<file path="src/rtl/gpio_bank_pkg.sv">
package gpio_bank_pkg;
    // Word index (byte offset / 4) of each register; software decodes these.
    localparam int unsigned IDX_DIN  = 0;
    localparam int unsigned IDX_DOUT = 1;
    localparam int unsigned IDX_OE   = 2;
    localparam int unsigned IDX_LVL  = 3;
    localparam int unsigned IDX_DUAL = 4;
    localparam int unsigned IDX_POL  = 5;
    localparam int unsigned IDX_MASK = 6;
    localparam int unsigned IDX_RAW  = 7;
    localparam int unsigned IDX_MSKD = 8;
    localparam int unsigned IDX_CLR  = 9;
endpackage

</file>
<file path="src/rtl/gpio_in_sync.sv">
module gpio_in_sync #(
    parameter int W      = 32,
    parameter int STAGES = 2
) (
    input  logic         clk,
    input  logic         rst_n,
    input  logic [W-1:0] async_i,
    output logic [W-1:0] sync_o
);
    logic [STAGES-1:0][W-1:0] stg_d, stg_q;

    always_comb begin
        stg_d[0] = async_i;
        for (int i = 1; i < STAGES; i++) begin
            stg_d[i] = stg_q[i-1];
        end
    end

    always_ff @(posedge clk or negedge rst_n) begin
        if (!rst_n) begin
            stg_q <= '0;
        end else begin
            stg_q <= stg_d;
        end
    end

    assign sync_o = stg_q[STAGES-1];
endmodule

</file>
<file path="src/rtl/gpio_trig_detect.sv">
module gpio_trig_detect #(
    parameter int W = 32
) (
    input  logic [W-1:0] cur_i,
    input  logic [W-1:0] prev_i,
    input  logic [W-1:0] lvl_i,
    input  logic [W-1:0] dual_i,
    input  logic [W-1:0] pol_i,
    output logic [W-1:0] hit_o
);
    for (genvar n = 0; n < W; n++) begin : g_pin
        logic rise, fall, edge_hit, lvl_hit;
        always_comb begin
            rise     = cur_i[n] & ~prev_i[n];
            fall     = ~cur_i[n] & prev_i[n];
            // both-edges select overrides the polarity bit
            edge_hit = dual_i[n] ? (rise | fall) : (pol_i[n] ? rise : fall);
            lvl_hit  = pol_i[n] ? cur_i[n] : ~cur_i[n];
            hit_o[n] = lvl_i[n] ? lvl_hit : edge_hit;
        end
    end
endmodule

</file>
<file path="src/rtl/gpio_irq_bank.sv">
module gpio_irq_bank
    import gpio_bank_pkg::*;
#(
    parameter int NPIN        = 32,
    parameter int AW          = 6,
    parameter int SYNC_STAGES = 2
) (
    input  logic            clk,
    input  logic            rst_n,
    input  logic            bus_sel,
    input  logic            bus_we,
    input  logic [AW-1:0]   bus_addr,
    input  logic [NPIN-1:0] bus_wdata,
    output logic [NPIN-1:0] bus_rdata,
    input  logic [NPIN-1:0] pin_in,
    output logic [NPIN-1:0] pin_out,
    output logic [NPIN-1:0] pin_oe,
    output logic            irq_o
);
    typedef struct packed {
        logic [NPIN-1:0] dout;
        logic [NPIN-1:0] oe;
        logic [NPIN-1:0] lvl;
        logic [NPIN-1:0] dual;
        logic [NPIN-1:0] pol;
        logic [NPIN-1:0] mask;
        logic [NPIN-1:0] stat;
        logic [NPIN-1:0] prev;
        logic            irq;
    } bank_st_t;

    bank_st_t        st_d, st_q;
    logic [NPIN-1:0] pin_sync;
    logic [NPIN-1:0] hit;
    logic [NPIN-1:0] clr_bits;
    logic [NPIN-1:0] stat_vec;
    logic [NPIN-1:0] mask_vec;
    int unsigned     widx;
    logic            unused_addr_lsb;

    assign widx            = 32'(bus_addr[AW-1:2]);
    assign unused_addr_lsb = ^bus_addr[1:0];

    gpio_in_sync #(.W(NPIN), .STAGES(SYNC_STAGES)) u_sync (
        .clk     (clk),
        .rst_n   (rst_n),
        .async_i (pin_in),
        .sync_o  (pin_sync)
    );

    gpio_trig_detect #(.W(NPIN)) u_detect (
        .cur_i  (pin_sync),
        .prev_i (st_q.prev),
        .lvl_i  (st_q.lvl),
        .dual_i (st_q.dual),
        .pol_i  (st_q.pol),
        .hit_o  (hit)
    );

    always_comb begin
        st_d     = st_q;
        clr_bits = '0;
        if (bus_sel && bus_we) begin
            case (widx)
                IDX_DOUT: st_d.dout = bus_wdata;
                IDX_OE:   st_d.oe   = bus_wdata;
                IDX_LVL:  st_d.lvl  = bus_wdata;
                IDX_DUAL: st_d.dual = bus_wdata;
                IDX_POL:  st_d.pol  = bus_wdata;
                IDX_MASK: st_d.mask = bus_wdata;
                IDX_CLR:  clr_bits  = bus_wdata;
                default:  ;
            endcase
        end
        st_d.prev = pin_sync;
        // a fresh event takes precedence over a clear in the same cycle
        st_d.stat = (st_q.stat & ~clr_bits) | hit;
        st_d.irq  = |(st_q.stat & st_q.mask);
    end

    always_comb begin
        bus_rdata = '0;
        if (bus_sel && !bus_we) begin
            case (widx)
                IDX_DIN:  bus_rdata = pin_sync;
                IDX_DOUT: bus_rdata = st_q.dout;
                IDX_OE:   bus_rdata = st_q.oe;
                IDX_LVL:  bus_rdata = st_q.lvl;
                IDX_DUAL: bus_rdata = st_q.dual;
                IDX_POL:  bus_rdata = st_q.pol;
                IDX_MASK: bus_rdata = st_q.mask;
                IDX_RAW:  bus_rdata = st_q.stat;
                IDX_MSKD: bus_rdata = st_q.stat & st_q.mask;
                default:  bus_rdata = '0;
            endcase
        end
    end

    always_ff @(posedge clk or negedge rst_n) begin
        if (!rst_n) begin
            st_q <= '0;
        end else begin
            st_q <= st_d;
        end
    end

    assign pin_out  = st_q.dout;
    assign pin_oe   = st_q.oe;
    assign irq_o    = st_q.irq;
    assign stat_vec = st_q.stat;
    assign mask_vec = st_q.mask;
endmodule

</file>
<file path="config.mk">
export PLATFORM = sky130hd
export DESIGN_NAME = gpio_irq_bank
export DESIGN_NICKNAME = d
export VERILOG_FILES = /design/src/rtl/gpio_bank_pkg.sv /design/src/rtl/gpio_in_sync.sv /design/src/rtl/gpio_trig_detect.sv /design/src/rtl/gpio_irq_bank.sv
export SDC_FILE = /design/constraint.sdc
export NUM_CORES = 1
export LEC_CHECK = 0
export ABC_AREA = 1
export BUFFER_PORTS_ARGS = -buffer_cell sky130_fd_sc_hd__buf_2
export CAP_MARGIN = 10
export CORE_ASPECT_RATIO = 0.5
export CORE_MARGIN = 2
export CORE_UTILIZATION = 40
export CTS_BUF_LIST = sky130_fd_sc_hd__clkbuf_8
export DETAILED_ROUTE_END_ITERATION = 8
export PLACE_DENSITY = 0.6
export SLEW_MARGIN = 40
export SYNTH_ARGS = -nofsm -noshare
export SYNTH_HDL_FRONTEND = slang
export SYNTH_SLANG_ARGS = --single-unit
</file>
<file path="constraint.sdc">
create_clock -name clk -period 2.8 [get_ports clk]
set_input_delay 0.28 -clock clk [delete_from_list [all_inputs] [get_ports clk]]
set_output_delay 0.28 -clock clk [all_outputs]
set_load 0.02 [all_outputs]
</file>
==> results.json <==
{
  "relSlewSlack_pct": 60.66,
  "clkTransAtPathRegs_ns": 0.06,
  "syn_avg_cell_area_um2": 7.942,
  "wl_per_cell_um": 16.46,
  "min_from": "bus_wdata[7]",
  "ios": 171,
  "grt.overflow.total": 0,
  "finalHoldViolCount": 0,
  "root_buffer": "clkbuf_8",
  "die_h_um": 147.6,
  "rows": 52,
  "portBuffers": 168,
  "min_period_ns": 2.166,
  "cellPowerDensity_nw_per_um2": 635.1,
  "core_um2": 40530,
  "initial_utilization_pct": 40.67,
  "syn_inst": 2076,
  "cpMostUsedCell": "nand2_1",
  "setup_tns_ns": 0,
  "final_cell_mix": "569 x nand2_1, 321 x dfrtp_1, 267 x inv_1, 223 x nand3_1, 167 x buf_2",
  "syn-num-nets": 2214,
  "drt_iter0_markers": 970,
  "drive_above_1_share_pct": 13.45,
  "yosysWarnings": 0,
  "holdPathEnd": "pin_oe[7]",
  "cp_slowest_stage_delay_ns": 0.42,
  "worstSetupEndpointType": "output pin",
  "drc_errors": 0,
  "htree_levels": 2,
  "grt_pass1_wl_mm": 73.41,
  "vias": 14049,
  "layout.nets": 2349,
  "drv_slew": 0,
  "cap_violations": 0,
  "synth_seq_cells": 321,
  "grt_start_max_net_pins": 101,
  "diodes": 0,
  "final_common_cell": "nand2_1",
  "die_w_um": 291.1,
  "r2r-end": "irq_o",
  "reg2regPathDepth": 4,
  "cts_tree": "built",
  "wirelength_mm": 45.84,
  "clockBufferDepth": 3,
  "cts.sink_count": 321,
  "r2r-start": "stat_vec[8]",
  "grt_pass1_vias": 13465,
  "regToRegSetupSlack_ns": 1.48,
  "leakagePower_nw": 10.05,
  "critPathKind": "in2out",
  "outcome": "completed",
  "rsz0062_at_grt": "no",
  "routed_via_density": 5.045,
  "grt_usage_pct": 21.48,
  "cp_slowest_cell": "inv_2",
  "finalSetupViolCount": 0,
  "yosysSeqAreaShare_pct": 48.72,
  "fillers": 4010,
  "final_util_pct": 46.88,
  "vdd_drop_max_mv": 0.3264,
  "hold_class": "in2reg",
  "synthesis.area_um2": 16490,
  "post_cts_resized": 0,
  "cp_data_required_time_ns": 2.52,
  "max_clock_freq_ghz": 0.4616,
  "multi_input_area_um2": 6684,
  "postRouteAntennaNets": 0,
  "tightest_slew_ns": 0.5887,
  "synth.distinct_cells": 25,
  "path_cells": "buf_2 > nand2_1 > inv_2 > nand2_1 > buf_4 > nor2_1 > nor2_1 > nand3_1 > nand2_1 > inv_1 > buf_2",
  "worstPathMaxFanout": 19,
  "fin_crit_sh_pct": 77.37,
  "grt_antenna_before_repair": 0,
  "critPathBufInv": 5,
  "critPathLaunchType": "primary input",
  "fin_skew_ns": 0.03257,
  "whs_path_depth": 3,
  "drt_pass1_iterations": 7,
  "ff_latch_area_um2": 8033,
  "area_growth_syn_to_layout_pct": 15.25,
  "critPathTopFamily": "buffers and inverters",
  "gp_congestion": 0.8248,
  "dp_hpwl_mm": 29.99,
  "cp.arrival_ns": 1.89,
  "fp.dieArea_um2": 42960,
  "numCtsBuffers": 49,
  "clock_latency_ns": 0.61
}
[layout make-up]
class | instances | area share [%]
tap | 540 | 3.556
timing repair buffer | 241 | 8.586
inverter | 258 | 5.096
sequential | 321 | 42.27
multi-input combinational | 1340 | 35.17
clock inverter | 20 | 0.6058
clock buffer | 65 | 4.708
[stage by stage]
stage | hold WS [ns] | total power [mW] | std cells | instance area (um2) | setup slack [ns]
floorplan | -0.01559 | 7.407 | 2076 | 16490 | 1.161
global placement | 0.2392 | 7.995 | 2667 | 17660 | 0.6532
detailed placement | 0.2403 | 8.057 | 2667 | 17660 | 0.6312
CTS | 0.005291 | 12.19 | 2785 | 19000 | 0.6437
global route | 0.02245 | 12.80 | 2785 | 19000 | 0.4514
finish | 0.02565 | 12.07 | 2785 | 19000 | 0.6336
[power breakdown]
part / leakage (nW) / internal, mW / switching, mW
Clock: 0.565 / 2.15 / 1.91
Combinational: 5.59 / 0.824 / 1.38
Sequential: 3.90 / 5.24 / 0.559
Total: 10.1 / 8.22 / 3.85
[cells by family (layout without fill, tap and decap cells)]
| logic type | count (synthesis) | count (layout) | share of synthesized area (%) |
|---|---|---|---|
| fa+ha+maj | 64 | 64 | 4.857 |
| simple gates | 941 | 941 | 23.94 |
| compound gates | 329 | 329 | 10.98 |
| xor+xnor | 6 | 6 | 0.3187 |
| buf+inv | 415 | 584 | 11.18 |
| flops | 321 | 321 | 48.72 |
[registers in the layout, summed over array words and instances (netlist names)]
register,cells
pin_oe,32
st_q,128
pin_out,32
stat_vec,32
u_sync.sync_o,32
mask_vec,32
irq_o,1
u_sync.stg_d,32
[routing by layer]
metal	vias up	share of wire [%]	global-route usage (%)
li1	6867	-	-
met3	74	5.6	3.593
met1	6765	46	30.17
met2	343	46	34.37
met4	0	2.5	6.244
met5	-	0	0
[worst register-to-register path, stage by stage, from the launching register on]
cell     delay [ns]
dfrtp_1        0.40
nand2_1        0.15
nand4_1        0.17
nor2_1         0.31
nand4_1        0.14
[synth_stat cells]
| library cell | n | area (um2) |
|---|---|---|
| nand2_1 | 573 | 2151 |
| buf_2 | 33 | 165.2 |
| nand2_2 | 1 | 6.260 |
| nor2_1 | 107 | 401.6 |
| ha_1 | 64 | 800.8 |
| inv_1 | 255 | 957.2 |
| dfrtp_1 | 321 | 8033 |
| xnor2_1 | 6 | 52.55 |
| a22oi_1 | 16 | 120.1 |
| buf_1 | 7 | 26.28 |
| nor2_4 | 1 | 11.26 |
| a32oi_1 | 9 | 78.83 |
| clkbuf_1 | 52 | 195.2 |
| nand3_2 | 3 | 30.03 |
| o21ai_1 | 75 | 375.4 |
| o21ai_0 | 141 | 705.7 |
| inv_2 | 3 | 11.26 |
| buf_4 | 65 | 488.0 |
| nand3_1 | 223 | 1116 |
| nor2_2 | 3 | 18.77 |
| nand4_1 | 10 | 62.56 |
| o31ai_1 | 32 | 240.2 |
| nand3b_1 | 20 | 150.1 |
| a21oi_1 | 52 | 260.3 |
| o21a_1 | 4 | 30.03 |
[worst max path at each step]
| stage | slack [ns] | from | cells past startpoint | end |
|---|---|---|---|---|
| detailed placement | 0.63 | bus_addr[5] | 9 | st_q[106] |
| floorplan | 1.16 | bus_addr[5] | 9 | bus_rdata[30] |
| global placement | 0.65 | bus_addr[5] | 9 | st_q[107] |
| global route | 0.45 | bus_addr[2] | 11 | bus_rdata[0] |
| finish | 0.63 | bus_addr[3] | 11 | bus_rdata[0] |
| CTS | 0.64 | bus_addr[3] | 11 | bus_rdata[0] |
[what timing repair did]
action	CTS	global route
setup buffers	0	0
endpoints found under the hold margin	81	0
hold buffers	33	0
No activity file was read; power rests on OpenSTA's default activity.
